`src/rtl/pms_pkg.sv`:
```
package pms_pkg;

  // Strobes from the control FSM to the datapath
  typedef struct packed {
    logic load;   // capture operands, clear positions
    logic step;   // current request accepted, advance positions
  } seqStrobe_t;

  typedef enum logic {
    ST_IDLE = 1'b0,
    ST_RUN  = 1'b1
  } seqState_t;

endpackage

```
`src/rtl/pms_first_set.sv`:
```
// Lowest set mask bit at or above a starting position; returns VLMAX when none.
module pms_first_set #(
  parameter int VLMAX = 8,
  localparam int IDX_W = $clog2(VLMAX + 1)
) (
  input  logic [VLMAX-1:0] mask,
  input  logic [IDX_W-1:0] fromPos,
  output logic [IDX_W-1:0] hitPos
);

  always_comb begin
    hitPos = IDX_W'(VLMAX);
    for (int k = VLMAX - 1; k >= 0; k--) begin
      if (mask[k] && (IDX_W'(k) >= fromPos)) begin
        hitPos = IDX_W'(k);
      end
    end
  end

endmodule

```
`src/rtl/pms_datapath.sv`:
```
module pms_datapath
  import pms_pkg::*;
#(
  parameter int VLMAX = 8,
  parameter int REG_W = 5,
  localparam int IDX_W = $clog2(VLMAX + 1)
) (
  input  logic             clk,
  input  logic             rstN,
  input  seqStrobe_t       strobe,
  input  logic [IDX_W-1:0] vecLen,
  input  logic [VLMAX-1:0] srcMask,
  input  logic [VLMAX-1:0] dstMask,
  input  logic [REG_W-1:0] srcBase,
  input  logic [REG_W-1:0] dstBase,
  input  logic             srcVec,
  input  logic             dstVec,
  output logic             endHit,
  output logic [REG_W-1:0] cpSrc,
  output logic [REG_W-1:0] cpDst
);

  // Captured operands
  logic [IDX_W-1:0] vlR;
  logic [VLMAX-1:0] sMaskR, dMaskR;
  logic [REG_W-1:0] sBaseR, dBaseR;
  logic             sVecR, dVecR;

  // Element positions and the one-shot flag for scalar-to-scalar moves
  logic [IDX_W-1:0] iCur, jCur;
  logic             spent;

  logic [IDX_W-1:0] iHit, jHit;
  logic [IDX_W-1:0] iEff, jEff;

  always_ff @(posedge clk or negedge rstN) begin
    if (!rstN) begin
      vlR    <= '0;
      sMaskR <= '0;
      dMaskR <= '0;
      sBaseR <= '0;
      dBaseR <= '0;
      sVecR  <= 1'b0;
      dVecR  <= 1'b0;
    end else if (strobe.load) begin
      vlR    <= vecLen;
      sMaskR <= srcMask;
      dMaskR <= dstMask;
      sBaseR <= srcBase;
      dBaseR <= dstBase;
      sVecR  <= srcVec;
      dVecR  <= dstVec;
    end
  end

  // Priority search per side, both in the same cycle
  pms_first_set #(.VLMAX(VLMAX)) u_srcSkip (
    .mask    (sMaskR),
    .fromPos (iCur),
    .hitPos  (iHit)
  );

  pms_first_set #(.VLMAX(VLMAX)) u_dstSkip (
    .mask    (dMaskR),
    .fromPos (jCur),
    .hitPos  (jHit)
  );

  // Scalar sides ignore their mask and stay on their position
  assign iEff = sVecR ? iHit : iCur;
  assign jEff = dVecR ? jHit : jCur;

  assign endHit = spent || (iEff >= vlR) || (jEff >= vlR);

  assign cpSrc = sBaseR + REG_W'(iEff);
  assign cpDst = dBaseR + REG_W'(jEff);

  always_ff @(posedge clk or negedge rstN) begin
    if (!rstN) begin
      iCur  <= '0;
      jCur  <= '0;
      spent <= 1'b0;
    end else if (strobe.load) begin
      iCur  <= '0;
      jCur  <= '0;
      spent <= 1'b0;
    end else if (strobe.step) begin
      if (sVecR) iCur <= iEff + IDX_W'(1);
      if (dVecR) jCur <= jEff + IDX_W'(1);
      spent <= !sVecR && !dVecR;
    end
  end

  AST_SCALAR_SINGLE: assert property (@(posedge clk) disable iff (!rstN)
    (strobe.step && !sVecR && !dVecR) |=> endHit);

  AST_POS_MONOTONIC: assert property (@(posedge clk) disable iff (!rstN)
    strobe.step |=> ((iCur >= $past(iCur)) && (jCur >= $past(jCur))));

  AST_SCALAR_POS_FIXED: assert property (@(posedge clk) disable iff (!rstN)
    (strobe.step && !sVecR) |=> (iCur == $past(iCur)));

endmodule

```
`src/rtl/pms_control.sv`:
```
module pms_control
  import pms_pkg::*;
(
  input  logic       clk,
  input  logic       rstN,
  input  logic       start,
  input  logic       cpReady,
  input  logic       endHit,
  output seqStrobe_t strobe,
  output logic       busy,
  output logic       cpValid,
  output logic       done
);

  seqState_t state, stateNxt;

  always_ff @(posedge clk or negedge rstN) begin
    if (!rstN) state <= ST_IDLE;
    else       state <= stateNxt;
  end

  always_comb begin
    stateNxt = state;
    strobe   = '0;
    cpValid  = 1'b0;
    done     = 1'b0;
    unique case (state)
      ST_IDLE: begin
        if (start) begin
          strobe.load = 1'b1;
          stateNxt    = ST_RUN;
        end
      end
      ST_RUN: begin
        if (endHit) begin
          done     = 1'b1;
          stateNxt = ST_IDLE;
        end else begin
          cpValid     = 1'b1;
          strobe.step = cpReady;
        end
      end
      default: stateNxt = ST_IDLE;
    endcase
  end

  assign busy = (state == ST_RUN);

  AST_START_LOAD: assert property (@(posedge clk) disable iff (!rstN)
    (!busy && start) |=> busy);

  AST_IDLE_QUIET: assert property (@(posedge clk) disable iff (!rstN)
    !busy |-> (!cpValid && !done));

  AST_DONE_PULSE: assert property (@(posedge clk) disable iff (!rstN)
    done |=> (!done && !busy));

  AST_VALID_NOT_DONE: assert property (@(posedge clk) disable iff (!rstN)
    !(cpValid && done));

endmodule

```
`src/rtl/pred_move_seq.sv`:
```
module pred_move_seq
  import pms_pkg::*;
#(
  parameter int VLMAX = 8,
  parameter int REG_W = 5,
  localparam int IDX_W = $clog2(VLMAX + 1)
) (
  input  logic             clk,
  input  logic             rstN,
  input  logic             start,
  input  logic [IDX_W-1:0] vecLen,
  input  logic [VLMAX-1:0] srcMask,
  input  logic [VLMAX-1:0] dstMask,
  input  logic [REG_W-1:0] srcBase,
  input  logic [REG_W-1:0] dstBase,
  input  logic             srcVec,
  input  logic             dstVec,
  input  logic             cpReady,
  output logic             busy,
  output logic             cpValid,
  output logic [REG_W-1:0] cpSrc,
  output logic [REG_W-1:0] cpDst,
  output logic             done
);

  seqStrobe_t strobe;
  logic       endHit;

  pms_control u_ctrl (
    .clk     (clk),
    .rstN    (rstN),
    .start   (start),
    .cpReady (cpReady),
    .endHit  (endHit),
    .strobe  (strobe),
    .busy    (busy),
    .cpValid (cpValid),
    .done    (done)
  );

  pms_datapath #(.VLMAX(VLMAX), .REG_W(REG_W)) u_dp (
    .clk     (clk),
    .rstN    (rstN),
    .strobe  (strobe),
    .vecLen  (vecLen),
    .srcMask (srcMask),
    .dstMask (dstMask),
    .srcBase (srcBase),
    .dstBase (dstBase),
    .srcVec  (srcVec),
    .dstVec  (dstVec),
    .endHit  (endHit),
    .cpSrc   (cpSrc),
    .cpDst   (cpDst)
  );

  AST_HOLD_REQ: assert property (@(posedge clk) disable iff (!rstN)
    (cpValid && !cpReady) |=> (cpValid && $stable(cpSrc) && $stable(cpDst)));

endmodule

```
`config.mk`:
```
export PLATFORM = sky130hd
export DESIGN_NAME = pred_move_seq
export DESIGN_NICKNAME = d
export VERILOG_FILES = /design/src/rtl/pms_pkg.sv /design/src/rtl/pms_first_set.sv /design/src/rtl/pms_datapath.sv /design/src/rtl/pms_control.sv /design/src/rtl/pred_move_seq.sv
export SDC_FILE = /design/constraint.sdc
export NUM_CORES = 1
export LEC_CHECK = 0
export ABC_AREA = 1
export BUFFER_PORTS_ARGS = -buffer_cell sky130_fd_sc_hd__buf_2
export CAP_MARGIN = 20
export CORE_ASPECT_RATIO = 0.8
export CORE_UTILIZATION = 45
export DETAILED_ROUTE_END_ITERATION = 16
export GPL_TIMING_DRIVEN = 0
export PLACE_DENSITY = 0.68
export SETUP_SLACK_MARGIN = 0.05
export SLEW_MARGIN = 20
export SYNTH_ARGS = -nofsm -noshare
export SYNTH_HDL_FRONTEND = slang
export SYNTH_SLANG_ARGS = --single-unit
```
`constraint.sdc`:
```
create_clock -name clk -period 2.7 [get_ports clk]
set_clock_uncertainty 0.05 [all_clocks]
set_input_delay 0.54 -clock clk [delete_from_list [all_inputs] [get_ports clk]]
set_output_delay 0.54 -clock clk [all_outputs]
set_load 0.02 [all_outputs]
```
==> results of run 1 <==
-- flip-flops by register name, summed over array words and instances, names as in the netlist --
register and cells:
u_dp.jCur 4, u_dp.iCur 4, u_dp.dVecR 1, u_dp.sBaseR 5, u_dp.sVecR 1, u_dp.dMaskR 8
u_dp.vlR 4, u_ctrl.busy 1, u_dp.spent 1, u_dp.dBaseR 5, u_dp.sMaskR 8
-- kinds of logic after synthesis --
logic type / after synthesis / synth area share (%)
compound gates: 32 / 6.52
buf+inv: 36 / 5.24
xor+xnor: 8 / 2.95
flops: 42 / 40.0
simple gates: 204 / 35.2
fa+ha+maj: 20 / 10.1
-- power by group --
group          total (mW)  internal, mW  switching (mW)
clock               0.472         0.258           0.213
sequential           1.18         0.912           0.272
combinational        3.64          1.58            2.06
-- synthesized netlist by cell type (2+ instances only) --
| cell type | n | area, sq um |
|---|---|---|
| nor2_1 | 16 | 60.1 |
| xor2_1 | 7 | 61.3 |
| nand2_4 | 2 | 22.5 |
| a21oi_1 | 11 | 55.1 |
| nand3_1 | 14 | 70.1 |
| o21bai_1 | 2 | 15.0 |
| nand2_1 | 145 | 544 |
| nor2_4 | 3 | 33.8 |
| fa_1 | 2 | 40.0 |
| ha_1 | 18 | 225 |
| nand2_2 | 7 | 43.8 |
| dfrtp_1 | 42 | 1050 |
| clkbuf_1 | 5 | 18.8 |
| o21ai_0 | 12 | 60.1 |
| o21ai_1 | 5 | 25.0 |
| nand4_1 | 5 | 31.3 |
| nand3_2 | 7 | 70.1 |
| inv_1 | 28 | 105 |
| nor2_2 | 2 | 12.5 |
-- cell type report --
type,count,share of cell area [%]
buffer,7,1.05
multi-input combinational,264,48.7
inverter,29,3.04
clock buffer,8,3.07
tap,78,2.73
timing repair buffer,65,11.8
sequential,42,29.6
-- critical path, cell delays in order (launching register included) --
cell	delay, ns
dfrtp_2	0.46
nor2_4	0.20
nand3_2	0.11
nand2_2	0.11
inv_1	0.04
nand2_1	0.07
nand2_2	0.06
nand2_4	0.08
ha_4	0.19
inv_1	0.06
nor2_1	0.05
o21bai_1	0.13
nand4_1	0.14
nor2_2	0.16
nand2_1	0.11
inv_1	0.08
buf_4	0.13
-- through the flow --
stage	instance area, sq um	power [mW]	util (%)
2_1_floorplan	2640	3.13	-
3_3_place_gp	2980	3.72	54.0
3_5_place_dp	2980	3.77	54.0
4_1_cts	3460	5.05	62.6
5_1_grt	3580	5.72	64.8
6_report	3580	5.29	64.8
-- routing by layer --
layer | vias up | global-route usage [%] | routed length (microns)
met4 | 0 | 6.56 | 68
met2 | 76 | 34.3 | 2970
met5 | - | 0 | 0
li1 | 1229 | - | -
met1 | 1124 | 33.9 | 3250
met3 | 6 | 4.73 | 374
-- worst min-delay path by stage --
stage,to,slack [ns],cells past startpoint
2_1_floorplan,u_ctrl.busy,0.19,0
3_3_place_gp,u_dp.dBaseR[0],0.42,2
3_5_place_dp,u_dp.sBaseR[0],0.43,2
4_1_cts,u_dp.sBaseR[4],0.37,1
5_1_grt,u_dp.sMaskR[0],0.38,3
6_report,u_dp.dBaseR[3],0.34,1
-- repair_timing --
item                                    in CTS  in global routing
cloned                                       0                  0
gates resized for setup                     64                 18
pin swaps                                   20                 25
buffers inserted                            13                  4
endpoints found under the setup margin      19                 19
==> impl_results.md, run 1 <==
- Status: complete, but fails checks
- Failing checks: negative setup slack
- Post-synthesis sequential area ratio: 40.0%
- Max Fclk: 0.328 GHz
- Tcrit/Tclk final: 113%
- Max Slew Vio Count: 0
- Fin cells: 493
- Crit start category: flop
- Vias: 2435
- Place WS: -0.258 ns
- RR Endpoint: u_dp.jCur[3]
- Skew-Pair Late Insertion Delay: 0.29 ns
- Layout cells sized above 1: 38.1%
- RR Startpoint: u_dp.iCur[2]
- Syn Std Cell Area: 2630 sq um
- Global-route wire length before repair: 10800 microns
- Starting Density: 47.6%
- Vias in the first global route: 2271
- Tmin final: 3.05 ns
- Initial antenna violation count: 0
- Critical Path Fanout Max: 5
- DRC: 0
- Internal reg-to-reg setup slack: -0.08 ns
- Largest net degree at the start of global routing: 43
- Worst EP required: 2.11 ns
- Port bufs: 48
- Root Buffer: clkbuf_8
- Placed Cells: 468
- Post-Synthesis Cells: 342
- CP Capture Point: cpValid
- Asr flop ratio synth: 100%
- Crit path from: u_dp.iCur[2]
- Hpwl dp: 4330 microns
- CP arrival: 2.46 ns
- First-pass DRT Iterations: 4
- Number of core rows: 24
- Endpoint class of the critical path: output pin
- GRT overflow: 0
- Vias per cell: 4.94
- Drt wl/cell: 13.5 microns
- Crit path setup slack, layout: -0.346 ns
- Fillers: 510
- Flip-flop and latch area: 1060 sq um
- Worst VDD drop: 1.42 mV
- Commonest non-fill, non-tap cell in the layout: nand2_1
- RSZ-0062 raised after global routing: true
- Synth Net Count: 398
- Register bit total from synthesis: 42
- Initial DRC count: 146
- Num CTS Buffers: 5
- Maxcap violations: 0
- Core Footprint: 5530 sq um
- Die X: 87.5 microns
- Setup-failing EPs final: 15
- Final hold viol count: 0
- Ys flop type: dfrtp_1
- Power Density: 1480 nW/um^2
- Syn. warnings: 0
- Lkg Pwr: 1.87 nW
- # nets final: 470
- Area of the multi-input gates: 1740 sq um
- Chip Height: 70.4 microns
- R2R depth: 20
- Longest Clk Path Bufs: 2
- H-tree level count: 2
- Total track usage: 23.1%
- CTS tree: built
- Hold WC Path Type: in2async
- Hold_buf cts: 0
- Synthesized area per cell: 7.69 sq um
- P&R area growth vs syn: 36.2%
- Top Ports: 49
- Die Footprint: 6150 sq um
- Post-synth EDFFs: 0
- Commonest non-fill, non-tap cells in the layout: nand2_1 (134), buf_2 (39), dfrtp_1 (36), inv_1 (23), buf_4 (21)
- Critical path class: reg2out
- Clk pin slew, worst setup/hold paths: 0.08 ns
- WHS: 0.343 ns
- Placer Congestion: 0.793
- Worst-margin pin slew: 0.952 ns
- Unique masters post-synth: 28
- Routed WL: 6660 microns
- Slew Limit Headroom: 36.5%
- Clk sink count: 42
- Antenna diodes: 0
- Final TNS setup: -2.51 ns
- Final antenna-violating net count: 0
No activity file was read; power rests on OpenSTA's default activity.
==> inputs of run 2 (changes only) <==
--- a/config.mk
+++ b/config.mk
@@ -18,3 +18,4 @@
 export SYNTH_ARGS = -nofsm -noshare
 export SYNTH_HDL_FRONTEND = slang
 export SYNTH_SLANG_ARGS = --single-unit
+export TNS_END_PERCENT = 100
==> constraint.sdc (replaced) <==
create_clock -name clk -period 2.7 [get_ports clk]
set_clock_uncertainty 0.05 [all_clocks]
set_input_delay 0.405 -clock clk [delete_from_list [all_inputs] [get_ports clk]]
set_output_delay 0.405 -clock clk [all_outputs]
set_load 0.02 [all_outputs]
==> impl_results.md, run 2 (same netlist as run 1, synthesis figures left out) <==
- Final hold viol count: 0
- Num CTS Buffers: 5
- Fin cells: 494
- RSZ-0062 raised after global routing: true
- Die X: 87.5 microns
- Hpwl dp: 4400 microns
- Antenna diodes: 0
- Root Buffer: clkbuf_8
- Setup-failing EPs final: 18
- Area of the multi-input gates: 1660 sq um
- Die Footprint: 6150 sq um
- Top Usage Layer GRT: met2
- Clk pin slew, worst setup/hold paths: 0.08 ns
- Endpoint class of the critical path: output pin
- Total track usage: 22.8%
- Core Footprint: 5530 sq um
- Vias in the first global route: 2290
- WHS: 0.208 ns
- Skew-Pair Late Insertion Delay: 0.29 ns
- Max stage delay cell, worst path: dfrtp_2
- Global-route wire length before repair: 10800 microns
- Fillers: 507
- Top flop regs: u_dp.dMaskR: 8 flops, u_dp.sMaskR: 8 flops
- First-pass DRT Iterations: 4
- Routed WL: 6590 microns
- Commonest non-fill, non-tap cell in the layout: nand2_1
- Met3 Use GR: 4.14%
- Final antenna-violating net count: 0
- Failing checks: negative setup slack
- Number of core rows: 24
- Flip-flop and latch area: 1060 sq um
- Internal reg-to-reg setup slack: -0.04 ns
- Vias per cell: 4.90
- GR Util met2: 34.3%
- # nets final: 471
- Longest Clk Path Bufs: 2
- Place WS: -0.0936 ns
- Top Ports: 49
- Placed Cells: 468
- Vias: 2420
- H-tree level count: 2
- Lkg Pwr: 1.88 nW
- Worst-margin pin slew: 0.959 ns
- Worst EP required: 2.25 ns
- Crit path setup slack, layout: -0.251 ns
- Max Fclk: 0.339 GHz
- Power Density: 1490 nW/um^2
- Largest net degree at the start of global routing: 43
- CP arrival: 2.50 ns
- Tmin final: 2.95 ns
- Placer Congestion: 0.791
- Worst path max stage delay: 0.50 ns
- Hold WC Path Type: in2async
- Critical Path Fanout Max: 6
- Clk sink count: 42
- Worst path cell trace: nor2_4, nand3_2, nand2_2, nor2_2, a22oi_2, inv_2, ha_4, a21oi_1, nand3_1, nor2_2, buf_4, nor2_1, buf_4
- Drt wl/cell: 13.3 microns
- Power after layout: 5.25 mW
- Port bufs: 48
- Crit start category: flop
- DRC: 0
- Starting Density: 47.6%
- Chip Height: 70.4 microns
- Maxcap violations: 0
- Layout cells sized above 1: 35.3%
- Worst VDD drop: 1.44 mV
- Commonest non-fill, non-tap cells in the layout: nand2_1 (135), buf_2 (39), dfrtp_1 (36), inv_1 (24), buf_4 (23)
- GRT overflow: 0
- Tcrit/Tclk final: 109%
- CTS tree: built
- Initial antenna violation count: 0
- P&R area growth vs syn: 34.1%
- Initial DRC count: 119
- Status: complete, but fails checks
- Max Slew Vio Count: 0
- GR Util met1: 33.5%
- Critical path class: reg2out
- Slew Limit Headroom: 36.1%
-- run 2: cell count changes in the layout (fill, tap and decap cells not counted), moves of 2 or more --
cell / delta
ha_1: +2
clkbuf_8: -2
buf_4: +2
xor2_1: +2
nand3_2: -4
nand3_1: +3
bufinv_16: +2
xor2_2: -2
ha_4: -2
nand2_4: -2
-- run 2: report_power, final --
| part | internal (mW) | switching, mW |
|---|---|---|
| combinational | 1.50 | 1.96 |
| sequential | 0.912 | 0.260 |
| clock | 0.395 | 0.226 |
-- run 2: area by class of cell --
cell class | instances | area share (%)
Buffer | 7 | 1.06
Sequential cell | 42 | 30.0
Clock inverter | 2 | 1.70
Tap cell | 78 | 2.77
Clock buffer | 6 | 2.34
Timing Repair Buffer | 66 | 11.9
Inverter | 29 | 3.09
Multi-Input combinational cell | 264 | 47.1
-- run 2: final timing paths --
kind / start / to / depth (start not counted)
setup reg to reg: u_dp.jCur[3] / u_dp.iCur[2] / 16
hold reg to reg: u_dp.dMaskR[4] / u_dp.dMaskR[4] / 2
hold / removal: rstN / u_dp.dBaseR[2] / 1
min in group clk: dstBase[2] / u_dp.dBaseR[2] / 3
max in group asynchronous: rstN / u_dp.iCur[3] / 1
setup / recovery: u_dp.jCur[3] / done / 13
-- run 2: critical path: cells and delay by family, from the launching register on --
kind,cells,cell delay [ns]
compound gates,2,0.35
fa+ha+maj,1,0.23
buf+inv,3,0.40
flops,1,0.50
simple gates,7,0.73
-- run 2: metrics by stage --
step | setup TNS (ns) | util (%) | area, sq um
after global routing | -3.77 | 63.8 | 3530
after CTS | -0.792 | 61.8 | 3420
after global placement | -0.512 | 53.7 | 2970
final | -1.34 | 63.8 | 3530
after floorplan | 0 | - | 2630
after detailed placement | -0.433 | 53.7 | 2970
-- run 2: timing repair --
item | CTS | global route
pin swaps | 14 | 11
setup endpoints to repair | 18 | 19
buffers inserted | 13 | 5
hold buffers | 0 | 0
resized for setup | 51 | 18
-- run 2: routing by layer --
metal | vias to the layer above | routed length (microns)
met2 | 50 | 2980
met1 | 1126 | 3240
met4 | 0 | 78
li1 | 1235 | -
met5 | - | 0
met3 | 9 | 294
